===== config.mk =====
export PLATFORM = sky130hd
export DESIGN_NAME = fdd_chain_ctrl
export DESIGN_NICKNAME = d
export VERILOG_FILES = /design/src/rtl/fcc_pkg.sv /design/src/rtl/fcc_sync.sv /design/src/rtl/fcc_chain.sv /design/src/rtl/fcc_tx_gate.sv /design/src/rtl/fdd_chain_ctrl.sv
export SDC_FILE = /design/constraint.sdc
export NUM_CORES = 1
export LEC_CHECK = 0
export BUFFER_PORTS_ARGS = -buffer_cell sky130_fd_sc_hd__buf_2
export CORE_AREA = 2 2 47 49
export CTS_CLUSTER_SIZE = 12
export DETAILED_ROUTE_END_ITERATION = 8
export DIE_AREA = 0 0 49 51
export MAX_ROUTING_LAYER = met4
export PLACE_DENSITY = 0.78
export RECOVER_POWER = 50
export SLEW_MARGIN = 20
export SYNTH_ARGS = -nofsm -noshare
export SYNTH_HDL_FRONTEND = slang
export SYNTH_SLANG_ARGS = --single-unit
export TNS_END_PERCENT = 20

===== constraint.sdc =====
create_clock -name clk_i -period 2.5 [get_ports clk_i]
set_input_delay 0.125 -clock clk_i [delete_from_list [all_inputs] [get_ports clk_i]]
set_output_delay 0.125 -clock clk_i [all_outputs]
set_load 0.02 [all_outputs]

===== src/rtl/fcc_pkg.sv =====
package fcc_pkg;
  typedef enum logic [3:0] {
    ST_ALERT = 4'h5,
    ST_FDD   = 4'hA
  } fcc_state_e;

  localparam int unsigned NCHAIN = 2;
  localparam int unsigned CH_RX  = 0;
  localparam int unsigned CH_TX  = 1;
endpackage


===== src/rtl/fcc_sync.sv =====
module fcc_sync #(
  parameter int unsigned W      = 2,
  parameter int unsigned STAGES = 2
) (
  input  logic         clk_i,
  input  logic         rst_ni,
  input  logic [W-1:0] d_i,
  output logic [W-1:0] q_o
);
  logic [W-1:0] stage_q [STAGES];

  always_ff @(posedge clk_i or negedge rst_ni) begin
    if (!rst_ni) begin
      for (int s = 0; s < STAGES; s++) stage_q[s] <= '0;
    end else begin
      stage_q[0] <= d_i;
      for (int s = 1; s < STAGES; s++) stage_q[s] <= stage_q[s-1];
    end
  end

  assign q_o = stage_q[STAGES-1];
endmodule


===== src/rtl/fcc_chain.sv =====
module fcc_chain (
  input  logic clk_i,
  input  logic rst_ni,
  input  logic lvl_i,
  input  logic in_fdd_i,
  input  logic indep_i,
  input  logic pulse_mode_i,
  output logic en_o
);
  logic prev_q;
  logic rise;
  logic en_q, en_d;

  assign rise = lvl_i & ~prev_q;

  always_comb begin
    if (!in_fdd_i)         en_d = 1'b0;
    else if (!indep_i)     en_d = 1'b1;
    else if (pulse_mode_i) en_d = rise ? ~en_q : en_q;
    else                   en_d = lvl_i;
  end

  always_ff @(posedge clk_i or negedge rst_ni) begin
    if (!rst_ni) begin
      prev_q <= 1'b0;
      en_q   <= 1'b0;
    end else begin
      prev_q <= lvl_i;
      en_q   <= en_d;
    end
  end

  assign en_o = en_q;

  p_alert_off_r4: assert property (@(posedge clk_i) disable iff (!rst_ni)
    !in_fdd_i |=> !en_q);
  p_level_follow_r5: assert property (@(posedge clk_i) disable iff (!rst_ni)
    (in_fdd_i && indep_i && !pulse_mode_i) |=> (en_q == $past(lvl_i)));
  p_pulse_flip_r6: assert property (@(posedge clk_i) disable iff (!rst_ni)
    (in_fdd_i && indep_i && pulse_mode_i && rise) |=> (en_q != $past(en_q)));
  p_pulse_hold_r6: assert property (@(posedge clk_i) disable iff (!rst_ni)
    (in_fdd_i && indep_i && pulse_mode_i && !rise) |=> $stable(en_q));
  p_single_rise_r6: assert property (@(posedge clk_i) disable iff (!rst_ni)
    rise |=> !rise);
  p_opt_clear_on_r8: assert property (@(posedge clk_i) disable iff (!rst_ni)
    (in_fdd_i && !indep_i) |=> en_q);
endmodule


===== src/rtl/fcc_tx_gate.sv =====
module fcc_tx_gate #(
  parameter int unsigned DW = 12
) (
  input  logic          clk_i,
  input  logic          rst_ni,
  input  logic          frame_i,
  input  logic [DW-1:0] data_i,
  output logic [DW-1:0] data_o
);
  logic [DW-1:0] data_q, data_d;

  always_comb data_d = frame_i ? data_i : '0;

  always_ff @(posedge clk_i or negedge rst_ni) begin
    if (!rst_ni) data_q <= '0;
    else         data_q <= data_d;
  end

  assign data_o = data_q;

  p_zero_idle_r9: assert property (@(posedge clk_i) disable iff (!rst_ni)
    !frame_i |=> (data_o == '0));
  p_pass_frame_r9: assert property (@(posedge clk_i) disable iff (!rst_ni)
    frame_i |=> (data_o == $past(data_i)));
endmodule


===== src/rtl/fdd_chain_ctrl.sv =====
module fdd_chain_ctrl
  import fcc_pkg::*;
#(
  parameter int unsigned DW          = 12,
  parameter int unsigned SYNC_STAGES = 2
) (
  input  logic          clk_i,
  input  logic          rst_ni,
  input  logic          indep_en_i,
  input  logic          pulse_mode_i,
  input  logic          wr_valid_i,
  input  logic          wr_fdd_i,
  input  logic          pin_rx_i,
  input  logic          pin_tx_i,
  input  logic          tx_frame_i,
  input  logic [DW-1:0] tx_data_i,
  output logic          rx_en_o,
  output logic          tx_en_o,
  output logic [3:0]    state_o,
  output logic [1:0]    equiv_o,
  output logic [DW-1:0] tx_data_o
);
  fcc_state_e state_q, state_d;
  logic [NCHAIN-1:0] pins_raw, pins_sync, chain_en;
  logic in_fdd;

  always_comb begin
    state_d = state_q;
    if (wr_valid_i) state_d = wr_fdd_i ? ST_FDD : ST_ALERT;
  end

  always_ff @(posedge clk_i or negedge rst_ni) begin
    if (!rst_ni) state_q <= ST_ALERT;
    else         state_q <= state_d;
  end

  assign in_fdd = (state_q == ST_FDD);

  assign pins_raw[CH_RX] = pin_rx_i;
  assign pins_raw[CH_TX] = pin_tx_i;

  fcc_sync #(.W(NCHAIN), .STAGES(SYNC_STAGES)) u_sync (
    .clk_i  (clk_i),
    .rst_ni (rst_ni),
    .d_i    (pins_raw),
    .q_o    (pins_sync)
  );

  for (genvar c = 0; c < NCHAIN; c++) begin : g_chain
    fcc_chain u_chain (
      .clk_i        (clk_i),
      .rst_ni       (rst_ni),
      .lvl_i        (pins_sync[c]),
      .in_fdd_i     (in_fdd),
      .indep_i      (indep_en_i),
      .pulse_mode_i (pulse_mode_i),
      .en_o         (chain_en[c])
    );
  end

  fcc_tx_gate #(.DW(DW)) u_gate (
    .clk_i   (clk_i),
    .rst_ni  (rst_ni),
    .frame_i (tx_frame_i),
    .data_i  (tx_data_i),
    .data_o  (tx_data_o)
  );

  assign rx_en_o = chain_en[CH_RX];
  assign tx_en_o = chain_en[CH_TX];
  assign state_o = state_q;
  assign equiv_o = {chain_en[CH_TX], chain_en[CH_RX]};

  p_legal_code_r1: assert property (@(posedge clk_i) disable iff (!rst_ni)
    (state_q == ST_ALERT) || (state_q == ST_FDD));
  p_enter_fdd_r2: assert property (@(posedge clk_i) disable iff (!rst_ni)
    (wr_valid_i && wr_fdd_i) |=> (state_o == ST_FDD));
  p_pins_no_state_r2: assert property (@(posedge clk_i) disable iff (!rst_ni)
    !wr_valid_i |=> $stable(state_o));
  p_leave_off_r3: assert property (@(posedge clk_i) disable iff (!rst_ni)
    (wr_valid_i && !wr_fdd_i) |=> ##1 (!rx_en_o && !tx_en_o));
endmodule


==> load_flow_metrics.sql, run 1 <==
INSERT INTO impl_metrics (metric_group, metric, value, unit) VALUES
('synthesis', 'syn_area', '753', 'sq um'),
('clocking', 'clock_sink_count', '22', ''),
('status', 'outcome', 'finished, final reports clean', ''),
('power_and_ir_drop', 'total_power_density_per_cell_area', '703', 'nW/um^2'),
('sta', 'timing.slew.headroom', '22.9', '%'),
('cells_and_area', 'multi_input_comb_area', '160', 'sq um'),
('floorplanning', 'floorplan.die.height', '51', 'um'),
('cells_and_area', 'seqCellArea', '552', 'sq um'),
('detailed_routing', 'drtAntennaViolNets', '0', ''),
('global_routing', 'grtUsageTotal', '13.3', '%'),
('clocking', 'root_buffer', 'clkbuf_4', ''),
('power_and_ir_drop', 'power_frac_comb', '13.7', '%'),
('detailed_routing', 'wl_per_cell', '11.0', 'um'),
('power_and_ir_drop', 'power.share.switching', '22.6', '%'),
('sta', 'drv_slew', '0', ''),
('critical_path', 'worst-endpoint-arrival', '1580', 'ps'),
('critical_path', 'ff2ff_setup_slack', '1150', 'ps'),
('sta', 'share_of_the_clock_period_used_by_the_worst_path', '53.8', '%'),
('detailed_routing', 'detail_route.first_pass.iterations', '4', ''),
('cells_and_area', 'fillCellCount', '206', ''),
('detailed_routing', 'vias_per_cell', '4.35', ''),
('clocking', 'clk_path_buf_depth', '2', ''),
('hold_path', 'hold_end', 'u_gate.data_o[7]', ''),
('detailed_routing', 'drc', '0', ''),
('clocking', 'path_clk_slew', '130', 'ps'),
('cells_and_area', 'area_overhead_of_the_layout_relative_to_synthesis', '42.7', '%'),
('placement', 'placement.io_buffers', '40', ''),
('clocking', 'tritoncts', 'yes', ''),
('power_and_ir_drop', 'p_leak', '0.559', 'nW'),
('clocking', 'clkLatencyLatePin', '300', 'ps'),
('synthesis', 'synth_area_per_cell', '14.5', 'sq um'),
('critical_path', 'worst_r2r_endpoint', 'state_o[2]', ''),
('critical_path', 'crit_path_end_kind', 'register', ''),
('power_and_ir_drop', 'switchingPower', '0.000171', 'W'),
('power_and_ir_drop', 'cell_internal_pwr', '0.000584', 'W'),
('cells_and_area', 'antennaDiodeCount', '0', ''),
('power_and_ir_drop', 'clockPowerShare', '35.0', '%'),
('synthesis', 'synth.ff_latch_count', '22', ''),
('synthesis', 'synthesis.instances', '52', ''),
('hold_path', 'min_path_type', 'input port to register', ''),
('floorplanning', 'io_pins', '41', ''),
('clocking', 'cts_buffers', '3', ''),
('hold_path', 'worstHoldPathCells', '2', ''),
('global_routing', 'number_of_global_route_vias_before_repair', '619', ''),
('synthesis', 'synthDistinctLibCells', '15', ''),
('floorplanning', 'die_w', '49', 'um'),
('detailed_routing', 'postRouteWirelength', '1380', 'um'),
('critical_path', 'path_class', 'register to register', ''),
('placement', 'placer_congestion_estimate', '0.658', ''),
('critical_path', 'setup.worst_path.start_class', 'register', ''),
('cells_and_area', 'design.final.nets', '120', ''),
('clocking', 'cts.repair.resized', '0', ''),
('synthesis', 'mappedNetlistNets', '73', ''),
('sta', 'setup_viol', '0', ''),
('run', 'cap_viol_max_count', '0', ''),
('global_routing', 'antenna_found_initial', '0', ''),
('clocking', 'htree_num_levels', '1', ''),
('critical_path', 'worstReg2RegStart', 'state_o[2]', ''),
('sta', 'worst_clock_skew', '14.2', 'ps'),
('clocking', 'cts_hold_buf', '6', ''),
('power_and_ir_drop', 'ir_drop', '0.408', 'mV'),
('floorplanning', 'fp.dieArea', '2500', 'sq um'),
('sta', 'period_needed', '1350', 'ps'),
('sta', 'fin_worst_hold_slack', '25.7', 'ps'),
('critical_path', 'worstPathMaxFanout', '3', ''),
('sta', 'max_slew.worst_pin.slew', '1160', 'ps'),
('global_routing', 'grt_max_degree', '23', ''),
('placement', 'detailedPlacementHpwl', '1010', 'um'),
('clocking', 'postCtsSetupBuffers', '0', ''),
('detailed_routing', 'routed-via-count', '548', ''),
('floorplanning', 'initial_utilization', '36.5', '%');
-- registers in the layout, indices dropped and copies added (netlist names) --
register                count
g_chain.u_chain.en_o        2
g_chain.u_chain.prev_q      2
state_o                     2
u_gate.data_o              12
u_sync.q_o                  2
u_sync.stage_q              2
-- cell usage after synthesis --
master | instances | area share, %
nand2_1 | 1 | 0.50
nand4b_1 | 1 | 1.2
dfrtp_1 | 21 | 70
and4b_1 | 1 | 1.3
a21oi_1 | 3 | 2.0
and2_1 | 12 | 10
clkbuf_1 | 1 | 0.50
a311o_1 | 1 | 1.3
mux2_2 | 1 | 1.5
buf_4 | 4 | 4.0
inv_1 | 2 | 1.0
o221ai_1 | 1 | 1.2
dfstp_2 | 1 | 3.5
a21boi_0 | 1 | 1.0
mux2i_1 | 1 | 1.3
-- worst max-delay path by stage --
stage                                  startpoint                 endpoint  slack, ps  cells past startpoint
after floorplan           g_chain[1].u_chain.en_o  g_chain[1].u_chain.en_o       1370                      3
final                                  state_o[2]               state_o[2]       1150                      3
after detailed placement  g_chain[1].u_chain.en_o  g_chain[1].u_chain.en_o       1420                      3
after global routing                       rst_ni         u_gate.data_o[5]        960                      2
after global placement    g_chain[1].u_chain.en_o  g_chain[1].u_chain.en_o       1470                      3
after CTS                              state_o[2]               state_o[2]       1170                      3
-- area by class of cell --
cell class | count | area share [%]
multi-input cells | 23 | 14.9
repair buffers | 47 | 24.9
clock inverters | 1 | 2.79
clock buffers | 3 | 2.10
flip-flops and latches | 22 | 51.3
inverters | 2 | 0.698
well taps | 28 | 3.26
-- routing by layer --
layer | vias up | part of all wire (%) | global-route usage, %
met4 | 0 | 0.94 | 8.57
met1 | 257 | 41 | 14.2
met2 | 33 | 49 | 23.5
li1 | 256 | - | -
met3 | 2 | 9.5 | 1.75
met5 | - | 0 | -
-- kinds of logic (layout without fill, tap and decap cells) --
| kind of cell | count (synthesis) | after routing | synth area share [%] |
|---|---|---|---|
| AO/OA/AOI/OAI | 6 | 6 | 5.48 |
| multiplexers | 2 | 2 | 2.82 |
| AND/OR/NAND/NOR | 15 | 15 | 13.0 |
| buffers and inverters | 7 | 53 | 5.48 |
| flip-flops | 22 | 22 | 73.3 |
-- layout by cell type (no fill, tap or decap), drive strengths merged --
master       count
buf             38
dfrtp           21
and2            12
dlygate4sd3      7
clkbuf           5
a21oi            3
inv              2
mux2             1
mux2i            1
a21boi           1
nand4b           1
o221ai           1
nand2            1
and4b            1
a311o            1
bufinv           1
dfstp            1
-- metrics by stage --
step                std cells  utilization (%)  area [sq um]  power, W  worst slack [ps]
finish                    126             52.1          1070  0.000755              1150
global route              126             52.1          1070  0.000795               964
CTS                       125             51.7          1070  0.000769              1170
detailed placement        115             46.3           955  0.000492              1420
global placement          115             46.3           955  0.000488              1470
floorplan                  52                -           753  0.000451              1370
-- power by group through the flow --
stage / Clock, W / Sequential [W] / Combinational, W
after floorplan: 0 / 0.000415 / 0.0000357
after global placement: 0 / 0.000393 / 0.0000947
after detailed placement: 0 / 0.000395 / 0.0000969
after CTS: 0.000276 / 0.000388 / 0.000105
after global routing: 0.000290 / 0.000391 / 0.000113
final: 0.000264 / 0.000387 / 0.000104
-- worst max-delay path: stages (launching register included) --
cell,delay [ps]
dfstp_2,550
inv_1,50
mux2i_1,130
dlygate4sd3_1,570
Power figures use the tool's default switching activity.
==> run 2, diff against run 1 <==
--- a/config.mk
+++ b/config.mk
@@ -5,13 +5,14 @@
 export SDC_FILE = /design/constraint.sdc
 export NUM_CORES = 1
 export LEC_CHECK = 0
+export ABC_AREA = 1
 export BUFFER_PORTS_ARGS = -buffer_cell sky130_fd_sc_hd__buf_2
-export CORE_AREA = 2 2 47 49
+export CORE_AREA = 2 2 49 51
 export CTS_CLUSTER_SIZE = 12
 export DETAILED_ROUTE_END_ITERATION = 8
-export DIE_AREA = 0 0 49 51
+export DIE_AREA = 0 0 51 53
 export MAX_ROUTING_LAYER = met4
-export PLACE_DENSITY = 0.78
+export PLACE_DENSITY = 0.76
 export RECOVER_POWER = 50
 export SLEW_MARGIN = 20
 export SYNTH_ARGS = -nofsm -noshare
==> constraint.sdc (replaced) <==
create_clock -name clk_i -period 1.35 [get_ports clk_i]
set_input_delay 0.0675 -clock clk_i [delete_from_list [all_inputs] [get_ports clk_i]]
set_output_delay 0.0675 -clock clk_i [all_outputs]
set_load 0.02 [all_outputs]
==> run 2 against run 1 <==
Net effect: synthesized cell count grew 56%; combinational power is 120% higher; sequential share of layout area fell by 6.2 points; final cell count grew 31%; area after synthesis rose by 8.3%; largest cell class unchanged; highest routed layer is now met3.
==> load_flow_metrics.sql, run 2 <==
INSERT INTO impl_metrics (metric_group, metric, value, unit) VALUES
('clocking', 'clk_path_buf_depth', '2', ''),
('global_routing', 'antenna_found_initial', '0', ''),
('cells_and_area', 'multi_input_comb_area', '153', 'sq um'),
('global_routing', 'number_of_global_route_vias_before_repair', '604', ''),
('critical_path', 'crit_path_max_incr_delay', '590', 'ps'),
('cells_and_area', 'antennaDiodeCount', '0', ''),
('critical_path', 'crit_path_end_kind', 'primary output', ''),
('synthesis', 'synthTopCellsByCount', '22 x nand2_1, 21 x dfrtp_1, 18 x inv_1', ''),
('sta', 'achievable-frequency', '885', 'MHz'),
('critical_path', 'cp.buffers_inverters', '1', ''),
('floorplanning', 'floorplan.die.height', '53', 'um'),
('sta', 'drv_slew', '0', ''),
('floorplanning', 'initial_utilization', '38.0', '%'),
('global_routing', 'overflow', '0', ''),
('status', 'outcome', 'finished, final reports clean', ''),
('critical_path', 'critPathTopFamily', 'flip-flops', ''),
('sta', 'timing.slew.headroom', '64.9', '%'),
('sta', 'period_needed', '1130', 'ps'),
('floorplanning', 'die_w', '51', 'um'),
('cells_and_area', 'area_overhead_of_the_layout_relative_to_synthesis', '49.8', '%'),
('synthesis', 'ys_warns', '0', ''),
('sta', 'max_slew.worst_pin.slew', '526', 'ps'),
('hold_path', 'worstHoldPathCells', '3', ''),
('detailed_routing', 'vias_per_cell', '4.02', ''),
('floorplanning', 'fp.dieArea', '2700', 'sq um'),
('synthesis', 'netlist.top_cell.by_area', 'dfrtp_1', ''),
('critical_path', 'worstPathMaxFanout', '4', ''),
('cells_and_area', 'layout_common_cells', '39 x buf_2, 22 x nand2_1, 21 x dfrtp_1, 18 x inv_1, 17 x dlygate4sd3_1', ''),
('floorplanning', 'row_count', '17', ''),
('detailed_routing', 'drc', '0', ''),
('clocking', 'cts.repair.resized', '0', ''),
('sta', 'worst_clock_skew', '2.83', 'ps'),
('global_routing', 'grt_first_pass_wirelength', '2440', 'um'),
('synthesis', 'synthesis.instances', '81', ''),
('synthesis', 'synth_sequential_area_ratio', '67.6', '%'),
('detailed_routing', 'drtAntennaViolNets', '0', ''),
('clocking', 'tritoncts', 'yes', ''),
('critical_path', 'worst-endpoint-arrival', '1060', 'ps'),
('detailed_routing', 'drt-initial-drc-count', '6', ''),
('critical_path', 'worstReg2RegStart', 'state_o[2]', ''),
('clocking', 'postCtsSetupBuffers', '0', ''),
('hold_path', 'min_path_type', 'input port to register', ''),
('clocking', 'cts_buffers', '3', ''),
('hold_path', 'holdCritStartpoint', 'tx_frame_i', ''),
('sta', 'timing_hold_violations_final', '0', ''),
('detailed_routing', 'routed-via-count', '663', ''),
('cells_and_area', 'fillCellCount', '208', ''),
('synthesis', 'asyncSetResetFlopFracSynth', '100', '%'),
('cells_and_area', 'design.final.nets', '159', ''),
('cells_and_area', 'postLayoutCoreUtil', '56.9', '%'),
('clocking', 'root_buffer', 'clkbuf_4', ''),
('detailed_routing', 'wl_per_cell', '9.51', 'um'),
('run', 'cap_viol_max_count', '0', ''),
('clocking', 'path_clk_slew', '110', 'ps'),
('clocking', 'clkLatencyLatePin', '290', 'ps'),
('synthesis', 'synth-main-ff-cell', 'dfrtp_1', ''),
('power_and_ir_drop', 'p_leak', '0.741', 'nW'),
('placement', 'placer_congestion_estimate', '0.704', ''),
('hold_path', 'hold_end', 'u_gate.data_o[6]', ''),
('critical_path', 'crit_start', 'state_o[2]', ''),
('synthesis', 'ys_top_cells_by_area', 'dfrtp_1 64%, nand2_1 10%, inv_1 8.3%', ''),
('synthesis', 'mappedNetlistNets', '102', ''),
('placement', 'placement.io_buffers', '40', ''),
('cells_and_area', 'most_frequent_standard_cell_in_the_layout_excluding_fill_and_tap_cells', 'buf_2', ''),
('synthesis', 'synth.ff_latch_count', '22', ''),
('synthesis', 'synthDistinctLibCells', '14', ''),
('critical_path', 'required', '1280', 'ps'),
('power_and_ir_drop', 'total_power_density_per_cell_area', '1060', 'nW/um^2'),
('detailed_routing', 'detail_route.first_pass.iterations', '4', ''),
('placement', 'detailedPlacementHpwl', '1150', 'um'),
('floorplanning', 'io_pins', '41', ''),
('power_and_ir_drop', 'ir_drop', '0.719', 'mV'),
('sta', 'grt_setup_unrepaired', 'no', ''),
('critical_path', 'worst_r2r_path_depth', '4', ''),
('sta', 'sum_of_negative_setup_slack', '0', 'ps'),
('global_routing', 'grt_max_degree', '23', ''),
('synthesis', 'synth_edf_count', '0', ''),
('clocking', 'htree_num_levels', '1', ''),
('cells_and_area', 'layout.cells.non_filler', '165', ''),
('detailed_routing', 'postRouteWirelength', '1570', 'um'),
('cells_and_area', 'seqCellArea', '552', 'sq um'),
('sta', 'share_of_the_clock_period_used_by_the_worst_path', '83.7', '%'),
('synthesis', 'synth_area_per_cell', '10.1', 'sq um'),
('critical_path', 'crit_slowest_cell', 'dfstp_2', ''),
('placement', 'place.detailed.instances', '144', ''),
('cells_and_area', 'drive_above_1_share', '35.8', '%'),
('critical_path', 'worst_r2r_endpoint', 'g_chain[1].u_chain.en_o', ''),
('critical_path', 'path_class', 'register to primary output', ''),
('synthesis', 'synth.most_common_cell', 'nand2_1', ''),
('sta', 'setup_viol', '0', ''),
('synthesis', 'synth_top_cell_area_share', '64.4', '%'),
('critical_path', 'setup.worst_path.start_class', 'register', ''),
('clocking', 'clock_sink_count', '22', ''),
('global_routing', 'grtUsageTotal', '12.4', '%'),
('cells_and_area', 'largest_register_ffs', '12', ''),
('critical_path', 'cp_cell_sequence', 'buf_2', ''),
('synthesis', 'syn_area', '816', 'sq um'),
('floorplanning', 'design.core.area', '2150', 'sq um'),
('critical_path', 'ff2ff_setup_slack', '460', 'ps');
[run 2: cell count changes in the layout (fill, tap and decap cells not counted), sizes merged, moves of 2 or more]
| cell | delta |
|---|---|
| nand2 | +22 |
| inv | +17 |
| and2 | -12 |
| dlygate4sd3 | +10 |
| nand3 | +6 |
| a21oi | -3 |
| nand4 | +2 |
| o21ai | +2 |
[run 2: report_power, final]
group | internal (W) | total, W | switching, W | leakage, nW
sequential | 0.000699 | 0.000718 | 0.0000190 | 0.274
clock | 0.000164 | 0.000345 | 0.000181 | 0.0210
combinational | 0.000100 | 0.000232 | 0.000132 | 0.447
[run 2: what timing repair did]
action                                  4_1_cts  5_1_grt
hold buffers                                 16        1
endpoints found under the setup margin        0        0
endpoints found under the hold margin        36        2
[run 2: per-stage QoR]
stage,hold slack [ps],instance area [sq um],power (W),worst slack (ps)
detailed placement,49.6,1020,0.000929,474
global route,54.4,1220,0.00137,150
finish,63.5,1220,0.00129,220
CTS,2.16,1210,0.00131,203
floorplan,-228,816,0.000849,402
global placement,38.8,1020,0.000920,518
[run 2: per-layer routing]
metal	wire length, um	share of wire [%]	GRT usage [%]
met1	674	43	14.1
met2	802	51	22.1
met3	93	5.9	3.11
met4	0	0	2.70
met5	0	0	-
[run 2: logic make-up after synthesis]
logic type | count (synthesis) | synth area share, %
AND/OR/NAND/NOR | 32 | 17.5
buffers and inverters | 25 | 13.6
flip-flops | 22 | 67.6
AO/OA/AOI/OAI | 2 | 1.23
[run 2: how the worst max path moves through the flow]
| stage | depth (start not counted) | slack [ps] | to |
|---|---|---|---|
| floorplan | 5 | 400 | g_chain[0].u_chain.en_o |
| global placement | 4 | 520 | g_chain[0].u_chain.en_o |
| detailed placement | 4 | 470 | g_chain[1].u_chain.en_o |
| CTS | 1 | 200 | state_o[0] |
| global route | 1 | 150 | state_o[0] |
| finish | 1 | 220 | state_o[0] |
[run 2: layout make-up]
class                   instances  area share (%)
well taps                      28            2.87
repair buffers                 57            30.3
flip-flops and latches         22            45.1
multi-input cells              34            12.5
clock buffers                   4            2.97
inverters                      20            6.24
